File: src/rtl/smmf_pkg.sv
package smmf_pkg;

  // index of each monitored CPU line in the synchronizer vector
  localparam int unsigned IDX_REQ = 0;
  localparam int unsigned IDX_ACK = 1;
  localparam int unsigned NUM_LINES = 2;

  // edges that the policy acts upon
  typedef struct packed {
    logic req_fall;
    logic ack_fall;
    logic ack_rise;
  } smmf_edges_t;

  // static policy selection
  typedef struct packed {
    logic wb;
    logic smm_cache;
    logic overlay;
  } smmf_cfg_t;

endpackage

File: src/rtl/smmf_rst_bridge.sv
module smmf_rst_bridge #(
  parameter int unsigned STAGES = 2
) (
  input  logic clk,
  input  logic rst_n,
  output logic rst_n_sync
);

  logic [STAGES-1:0] chain_q;
  logic [STAGES-1:0] chain_d;

  always_comb begin
    chain_d = {chain_q[STAGES-2:0], 1'b1};
  end

  always_ff @(posedge clk or negedge rst_n) begin
    if (!rst_n) begin
      chain_q <= '0;
    end else begin
      chain_q <= chain_d;
    end
  end

  assign rst_n_sync = chain_q[STAGES-1];

endmodule

File: src/rtl/smmf_sync.sv
module smmf_sync #(
  parameter int unsigned WIDTH  = 2,
  parameter int unsigned STAGES = 2,
  parameter logic        RST_VAL = 1'b1
) (
  input  logic             clk,
  input  logic             rst_n,
  input  logic [WIDTH-1:0] din,
  output logic [WIDTH-1:0] dout
);

  logic [STAGES-1:0][WIDTH-1:0] stg_q;
  logic [STAGES-1:0][WIDTH-1:0] stg_d;

  always_comb begin
    stg_d[0] = din;
    for (int i = 1; i < STAGES; i++) begin
      stg_d[i] = stg_q[i-1];
    end
  end

  always_ff @(posedge clk or negedge rst_n) begin
    if (!rst_n) begin
      stg_q <= {(STAGES*WIDTH){RST_VAL}};
    end else begin
      stg_q <= stg_d;
    end
  end

  assign dout = stg_q[STAGES-1];

endmodule

File: src/rtl/smmf_edge.sv
module smmf_edge
  import smmf_pkg::*;
(
  input  logic                 clk,
  input  logic                 rst_n,
  input  logic [NUM_LINES-1:0] lvl,
  output smmf_edges_t          edges
);

  logic [NUM_LINES-1:0] prev_q;
  logic [NUM_LINES-1:0] prev_d;

  always_comb begin
    prev_d = lvl;
  end

  always_ff @(posedge clk or negedge rst_n) begin
    if (!rst_n) begin
      prev_q <= '1;
    end else begin
      prev_q <= prev_d;
    end
  end

  // request rising edge is deliberately not decoded: it carries no action
  always_comb begin
    edges.req_fall = prev_q[IDX_REQ] & ~lvl[IDX_REQ];
    edges.ack_fall = prev_q[IDX_ACK] & ~lvl[IDX_ACK];
    edges.ack_rise = ~prev_q[IDX_ACK] & lvl[IDX_ACK];
  end

endmodule

File: src/rtl/smmf_policy.sv
module smmf_policy
  import smmf_pkg::*;
(
  input  logic        clk,
  input  logic        rst_n,
  input  smmf_cfg_t   cfg,
  input  smmf_edges_t edges,
  output logic        flush_go,
  output logic        block_q,
  output logic        force_wt_q
);

  logic flush_entry;
  logic flush_exit;
  logic block_set;
  logic block_d;
  logic force_d;
  logic block_en;
  logic force_en;

  // flush event selection
  always_comb begin
    flush_entry = cfg.overlay & (cfg.wb ? edges.req_fall : edges.ack_fall);
    flush_exit  = cfg.overlay & ~cfg.wb & cfg.smm_cache & edges.ack_rise;
    flush_go    = flush_entry | flush_exit;
  end

  // cache-refusal window: set on request, cleared on acknowledge release
  always_comb begin
    block_set = edges.req_fall & ((cfg.wb & cfg.overlay) | ~cfg.smm_cache);
    block_en  = block_set | edges.ack_rise;
    block_d   = block_set;
  end

  // write-through forcing window for write-back systems
  always_comb begin
    force_en = edges.req_fall | edges.ack_rise;
    force_d  = edges.req_fall;
  end

  always_ff @(posedge clk or negedge rst_n) begin
    if (!rst_n) begin
      block_q <= 1'b0;
    end else if (block_en) begin
      block_q <= block_d;
    end
  end

  always_ff @(posedge clk or negedge rst_n) begin
    if (!rst_n) begin
      force_wt_q <= 1'b0;
    end else if (force_en) begin
      force_wt_q <= force_d;
    end
  end

  // refusal ends only when the acknowledge is released
  p_block_hold_r5: assert property (@(posedge clk) disable iff (!rst_n)
    (block_q && !edges.ack_rise) |=> block_q);

endmodule

File: src/rtl/smmf_pulse.sv
module smmf_pulse #(
  parameter int unsigned LEN = 1
) (
  input  logic clk,
  input  logic rst_n,
  input  logic go,
  output logic pulse_n,
  output logic pulse
);

  localparam int unsigned CW = $clog2(LEN + 1);
  localparam logic [CW-1:0] LEN_C = CW'(LEN);
  localparam logic [CW-1:0] ONE_C = CW'(1);

  logic [CW-1:0] cnt_q;
  logic [CW-1:0] cnt_d;
  logic          cnt_en;
  logic          hi_q;
  logic          hi_d;

  always_comb begin
    cnt_en = go | (cnt_q != '0);
    cnt_d  = go ? LEN_C : (cnt_q - ONE_C);
    hi_d   = go | (cnt_q > ONE_C);
  end

  always_ff @(posedge clk or negedge rst_n) begin
    if (!rst_n) begin
      cnt_q <= '0;
    end else if (cnt_en) begin
      cnt_q <= cnt_d;
    end
  end

  always_ff @(posedge clk or negedge rst_n) begin
    if (!rst_n) begin
      hi_q <= 1'b0;
    end else begin
      hi_q <= hi_d;
    end
  end

  assign pulse_n = (cnt_q == '0);
  assign pulse   = hi_q;

  // both flush outputs assert and release together
  p_pair_r9: assert property (@(posedge clk) disable iff (!rst_n)
    (pulse_n == !pulse));

endmodule

File: src/rtl/smm_flush_seq.sv
module smm_flush_seq
  import smmf_pkg::*;
#(
  parameter int unsigned SYNC_STAGES = 2,
  parameter int unsigned FLUSH_LEN   = 1
) (
  input  logic clk,
  input  logic rst_n,
  input  logic smi_n,
  input  logic smiact_n,
  input  logic cfg_wb,
  input  logic cfg_smm_cache,
  input  logic cfg_overlay,
  output logic flush_n,
  output logic l2_flush,
  output logic ken_n,
  output logic wbwt
);

  logic                 rst_n_s;
  logic [NUM_LINES-1:0] raw_lines;
  logic [NUM_LINES-1:0] sync_lines;
  smmf_edges_t          edges;
  smmf_cfg_t            cfg;
  logic                 flush_go;
  logic                 block_q;
  logic                 force_wt_q;

  smmf_rst_bridge #(.STAGES(2)) u_rst (
    .clk        (clk),
    .rst_n      (rst_n),
    .rst_n_sync (rst_n_s)
  );

  always_comb begin
    raw_lines          = '1;
    raw_lines[IDX_REQ] = smi_n;
    raw_lines[IDX_ACK] = smiact_n;
    cfg.wb             = cfg_wb;
    cfg.smm_cache      = cfg_smm_cache;
    cfg.overlay        = cfg_overlay;
  end

  smmf_sync #(.WIDTH(NUM_LINES), .STAGES(SYNC_STAGES), .RST_VAL(1'b1)) u_sync (
    .clk   (clk),
    .rst_n (rst_n_s),
    .din   (raw_lines),
    .dout  (sync_lines)
  );

  smmf_edge u_edge (
    .clk   (clk),
    .rst_n (rst_n_s),
    .lvl   (sync_lines),
    .edges (edges)
  );

  smmf_policy u_pol (
    .clk        (clk),
    .rst_n      (rst_n_s),
    .cfg        (cfg),
    .edges      (edges),
    .flush_go   (flush_go),
    .block_q    (block_q),
    .force_wt_q (force_wt_q)
  );

  smmf_pulse #(.LEN(FLUSH_LEN)) u_pulse (
    .clk     (clk),
    .rst_n   (rst_n_s),
    .go      (flush_go),
    .pulse_n (flush_n),
    .pulse   (l2_flush)
  );

  assign ken_n = block_q;
  assign wbwt  = cfg_wb & ~force_wt_q;

  // a separate management region never starts a flush
  p_no_flush_sep_r8: assert property (@(posedge clk) disable iff (!rst_n_s)
    !cfg_overlay |=> !$fell(flush_n));

  // any flush started while caching is refused finds ken_n already high
  p_ken_at_flush_r5: assert property (@(posedge clk) disable iff (!rst_n_s)
    ($fell(flush_n) && $past(cfg_smm_cache == 1'b0) && $stable(cfg_smm_cache)) |-> ken_n);

  // a permitted exit flush follows the acknowledge release
  p_exit_flush_r4: assert property (@(posedge clk) disable iff (!rst_n_s)
    (edges.ack_rise && cfg_overlay && !cfg_wb && cfg_smm_cache) |=> !flush_n);

  // write-back permission returns only after the acknowledge release
  p_wbwt_return_r7: assert property (@(posedge clk) disable iff (!rst_n_s)
    ($rose(wbwt) && $stable(cfg_wb)) |-> $past(edges.ack_rise));

endmodule

File: config.mk
export PLATFORM = sky130hd
export DESIGN_NAME = smm_flush_seq
export DESIGN_NICKNAME = d
export VERILOG_FILES = /design/src/rtl/smmf_pkg.sv /design/src/rtl/smmf_rst_bridge.sv /design/src/rtl/smmf_sync.sv /design/src/rtl/smmf_edge.sv /design/src/rtl/smmf_policy.sv /design/src/rtl/smmf_pulse.sv /design/src/rtl/smm_flush_seq.sv
export SDC_FILE = /design/constraint.sdc
export NUM_CORES = 1
export LEC_CHECK = 0
export ABC_AREA = 1
export BUFFER_PORTS_ARGS = -buffer_cell sky130_fd_sc_hd__buf_2
export CORE_AREA = 10 10 47 49
export DETAILED_ROUTE_END_ITERATION = 8
export DIE_AREA = 0 0 57 59
export GPL_TIMING_DRIVEN = 0
export PLACE_DENSITY_LB_ADDON = 0.08
export SYNTH_ARGS = -nofsm -noshare
export SYNTH_HDL_FRONTEND = slang
export SYNTH_SLANG_ARGS = --single-unit
export TNS_END_PERCENT = 5
File: constraint.sdc
create_clock -name clk -period 0.8 [get_ports clk]
set_input_delay 0.08 -clock clk [delete_from_list [all_inputs] [get_ports clk]]
set_output_delay 0.08 -clock clk [all_outputs]
set_load 0.01 [all_outputs]
==> flow_metrics.env <==
export IMPL_power_density_nw_per_um2=2200
export IMPL_cts_sinks=12
export IMPL_fin_crit_sh_pct=119
export IMPL_min_path_type="input port to async pin"
export IMPL_maxSlewViolCount=0
export IMPL_fin_nets=62
export IMPL_fillers=150
export IMPL_die_w_um=57
export IMPL_synth_xor_xnor_area_share_pct=0
export IMPL_top_usage_layer="met2"
export IMPL_dp_slack_ns=-0.165
export IMPL_met1_usage_pct=5.13
export IMPL_setup_tns_ns=-0.765
export IMPL_cp_slowest_cell="dfstp_2"
export IMPL_crit_required_ns=0.95
export IMPL_synthCells=36
export IMPL_slowest_delay_ns=0.54
export IMPL_p_switching_mw=0.253
export IMPL_htree_levels=1
export IMPL_final_antenna_net_count=0
export IMPL_fmax_ghz=1.05
export IMPL_fin_ws_ns=-0.154
export IMPL_setup_viol_count_final=8
export IMPL_period_needed_ns=0.954
export IMPL_synthMuxAreaShare_pct=0
export IMPL_arrival_ns=1.11
export IMPL_dieArea_um2=3360
export IMPL_antenna_found_initial=0
export IMPL_path_cells="inv_2 -> nand2_2 -> nor2_2 -> nor2_2 -> nand2_1"
export IMPL_antenna_cells=0
export IMPL_crit_type="flop to flop"
export IMPL_cts_root_buf="clkbuf_4"
export IMPL_syn_avg_cell_area_um2=11.5
export IMPL_synth_top_family_by_area="simple AND/OR/NAND/NOR gates"
export IMPL_wl_per_cell_um=9.69
export IMPL_p_clk_share_pct=36.1
export IMPL_netlist_area_um2=413
export IMPL_hpwl_um=556
export IMPL_p_leak_nw=0.284
export IMPL_path_max_fanout=4
export IMPL_grt_pass1_vias=332
export IMPL_dpl_cell_count=62
export IMPL_final_common_cell="buf_2"
export IMPL_clk_insertion_delay_late_ns=0.26
export IMPL_drt_iter0_markers=2
export IMPL_grt_pass1_wl_um=1290
export IMPL_track_usage_pct=4.93
export IMPL_synth_simple_gate_area_share_pct=15.2
export IMPL_hold_viol=0
export IMPL_pwr_share_comb_pct=9.1
export IMPL_overflow=0
export IMPL_irDropWorstVdd_v=0.000919
export IMPL_die_h_um=59
export IMPL_rows=14
export IMPL_drv_cap=0
export IMPL_remaining_drc_errors=0
export IMPL_layoutNonFillerInstCount=70
export IMPL_start_util_pct=29.5
export IMPL_synth_seq_area_share_pct=74.5
export IMPL_drive_gt1_share_pct=53.7
export IMPL_final_cell_mix="9 x buf_2, 6 x dfstp_2, 6 x dfrtp_1"
export IMPL_port_buffers=10
export IMPL_rsz0062_at_grt="yes"
export IMPL_violations="negative setup slack"
export IMPL_netSwitchingFraction_pct=20.3
export IMPL_finalWeightedCongestion=0.772
export IMPL_first_pass_iters=3
export IMPL_clockBufferDepth=2
export IMPL_area_growth_pct=37.6
export IMPL_core_um2=1400
export IMPL_grt_use_met2_pct=7.13
export IMPL_synth_cell_types=11
export IMPL_io_pins=11
export IMPL_cts_tree="yes"
export IMPL_p_int_mw=0.994
export IMPL_grtUsageMet3_pct=2.79
export IMPL_vias_per_cell=4.14
export IMPL_cts_buffers=3
export IMPL_cts_clk_slew_worst_paths_ns=0.07
export IMPL_endpoint_kind="flop"
export IMPL_wl_um=678
export IMPL_skew_ns=0.00249
export IMPL_synth_compound_area_share_pct=4.85
export IMPL_synth_nets=43
export IMPL_status="finished with violations"
export IMPL_ys_ff_latch=12
export IMPL_start_kind="flop"
export IMPL_yosys_warnings=0
export IMPL_synth_adder_area_share_pct=0
export IMPL_path_common_cell="nor2_2"
export IMPL_vias=290
export IMPL_grt_max_degree=11
export IMPL_p_seq_share_pct=54.8
==> critical path: cells and delay by family (launching register included) <==
kind,cells,cell delay [ns]
buffers and inverters,1,0.05
flip-flops,1,0.54
AND/OR/NAND/NOR,4,0.26
==> final timing paths <==
check,startpoint,end,slack (ns),cells past startpoint
max,u_sync.dout[1]$_DFF_PN1_,u_pulse.cnt_q$_DFFE_PN0P_,-0.15,5
min,rst_n,u_rst.chain_q[1]$_DFF_PN0_,0.12,2
max reg2reg,u_sync.dout[1]$_DFF_PN1_,u_pulse.cnt_q$_DFFE_PN0P_,-0.15,5
min reg2reg,u_rst.chain_q[1]$_DFF_PN0_,u_pulse.pulse$_DFF_PN0_,0.15,0
max in group asynchronous,u_rst.chain_q[1]$_DFF_PN0_,u_edge.prev_q[0]$_DFF_PN1_,0.33,0
min in group clk,cfg_wb,u_pol.block_q$_DFFE_PN0P_,0.14,3
==> cell families after synthesis <==
family / after synthesis
AO/OA/AOI/OAI: 4
AND/OR/NAND/NOR: 14
buffers and inverters: 5
flip-flops: 12
other: 1
==> registers in the layout (all words and copies together), names as in the netlist <==
register and flops:
u_edge.prev_q 2, u_rst.chain_q 2, u_sync.dout 2, u_sync.stg_d 2, u_pol.block_q 1, u_pol.force_wt_q 1, u_pulse.cnt_q 1, u_pulse.pulse 1
==> through the flow <==
step                hold WS, ns  total power, mW  cell area, µm²  util [%]
CTS                       0.115             1.27             559      39.9
global placement         -0.135            0.778             485      34.6
global route              0.138             1.32             568      40.5
floorplan                -0.216            0.734             415         -
finish                    0.122             1.25             568      40.5
detailed placement       -0.133            0.783             485      34.6
==> per-layer routing <==
| layer | vias up | wire length, µm |
|---|---|---|
| met5 | - | 0 |
| met4 | 0 | 0 |
| met3 | 0 | 75 |
| met2 | 10 | 314 |
| met1 | 137 | 288 |
| li1 | 143 | - |
==> power groups by stage <==
stage | clock (mW) | combinational [mW] | sequential, mW
6_report | 0.451 | 0.113 | 0.683
3_5_place_dp | 0 | 0.0907 | 0.693
5_1_grt | 0.504 | 0.130 | 0.690
3_3_place_gp | 0 | 0.0873 | 0.691
4_1_cts | 0.477 | 0.106 | 0.682
2_1_floorplan | 0 | 0.0410 | 0.693
==> timing repair <==
action | 4_1_cts | 5_1_grt
pin swaps | 2 | 4
endpoints found under the hold margin | 4 | 0
resized for setup | 2 | 3
endpoints found under the setup margin | 8 | 8
setup buffers | 1 | 0
hold buffers | 3 | 0
==> synth_stat cells <==
cell type	number	area, µm²
inv_2	1	3.75
inv_1	4	15.0
o21ai_0	3	15.0
nor2_2	3	18.8
nand2_1	7	26.3
conb_1	1	3.75
dfrtp_1	6	150
a21oi_1	1	5.00
dfstp_2	6	158
nand2_2	1	6.26
nor2_1	3	11.3
==> final cells by class <==
class / instances / area [µm²] / area share [%]
clock buffers: 4 / 36.3 / 6.39
repair buffers: 14 / 93.8 / 16.5
flip-flops and latches: 12 / 308 / 54.2
multi-input cells: 19 / 91.3 / 16.1
inverters: 5 / 18.8 / 3.30
well taps: 16 / 20.0 / 3.52
Power figures use the tool's default switching activity.
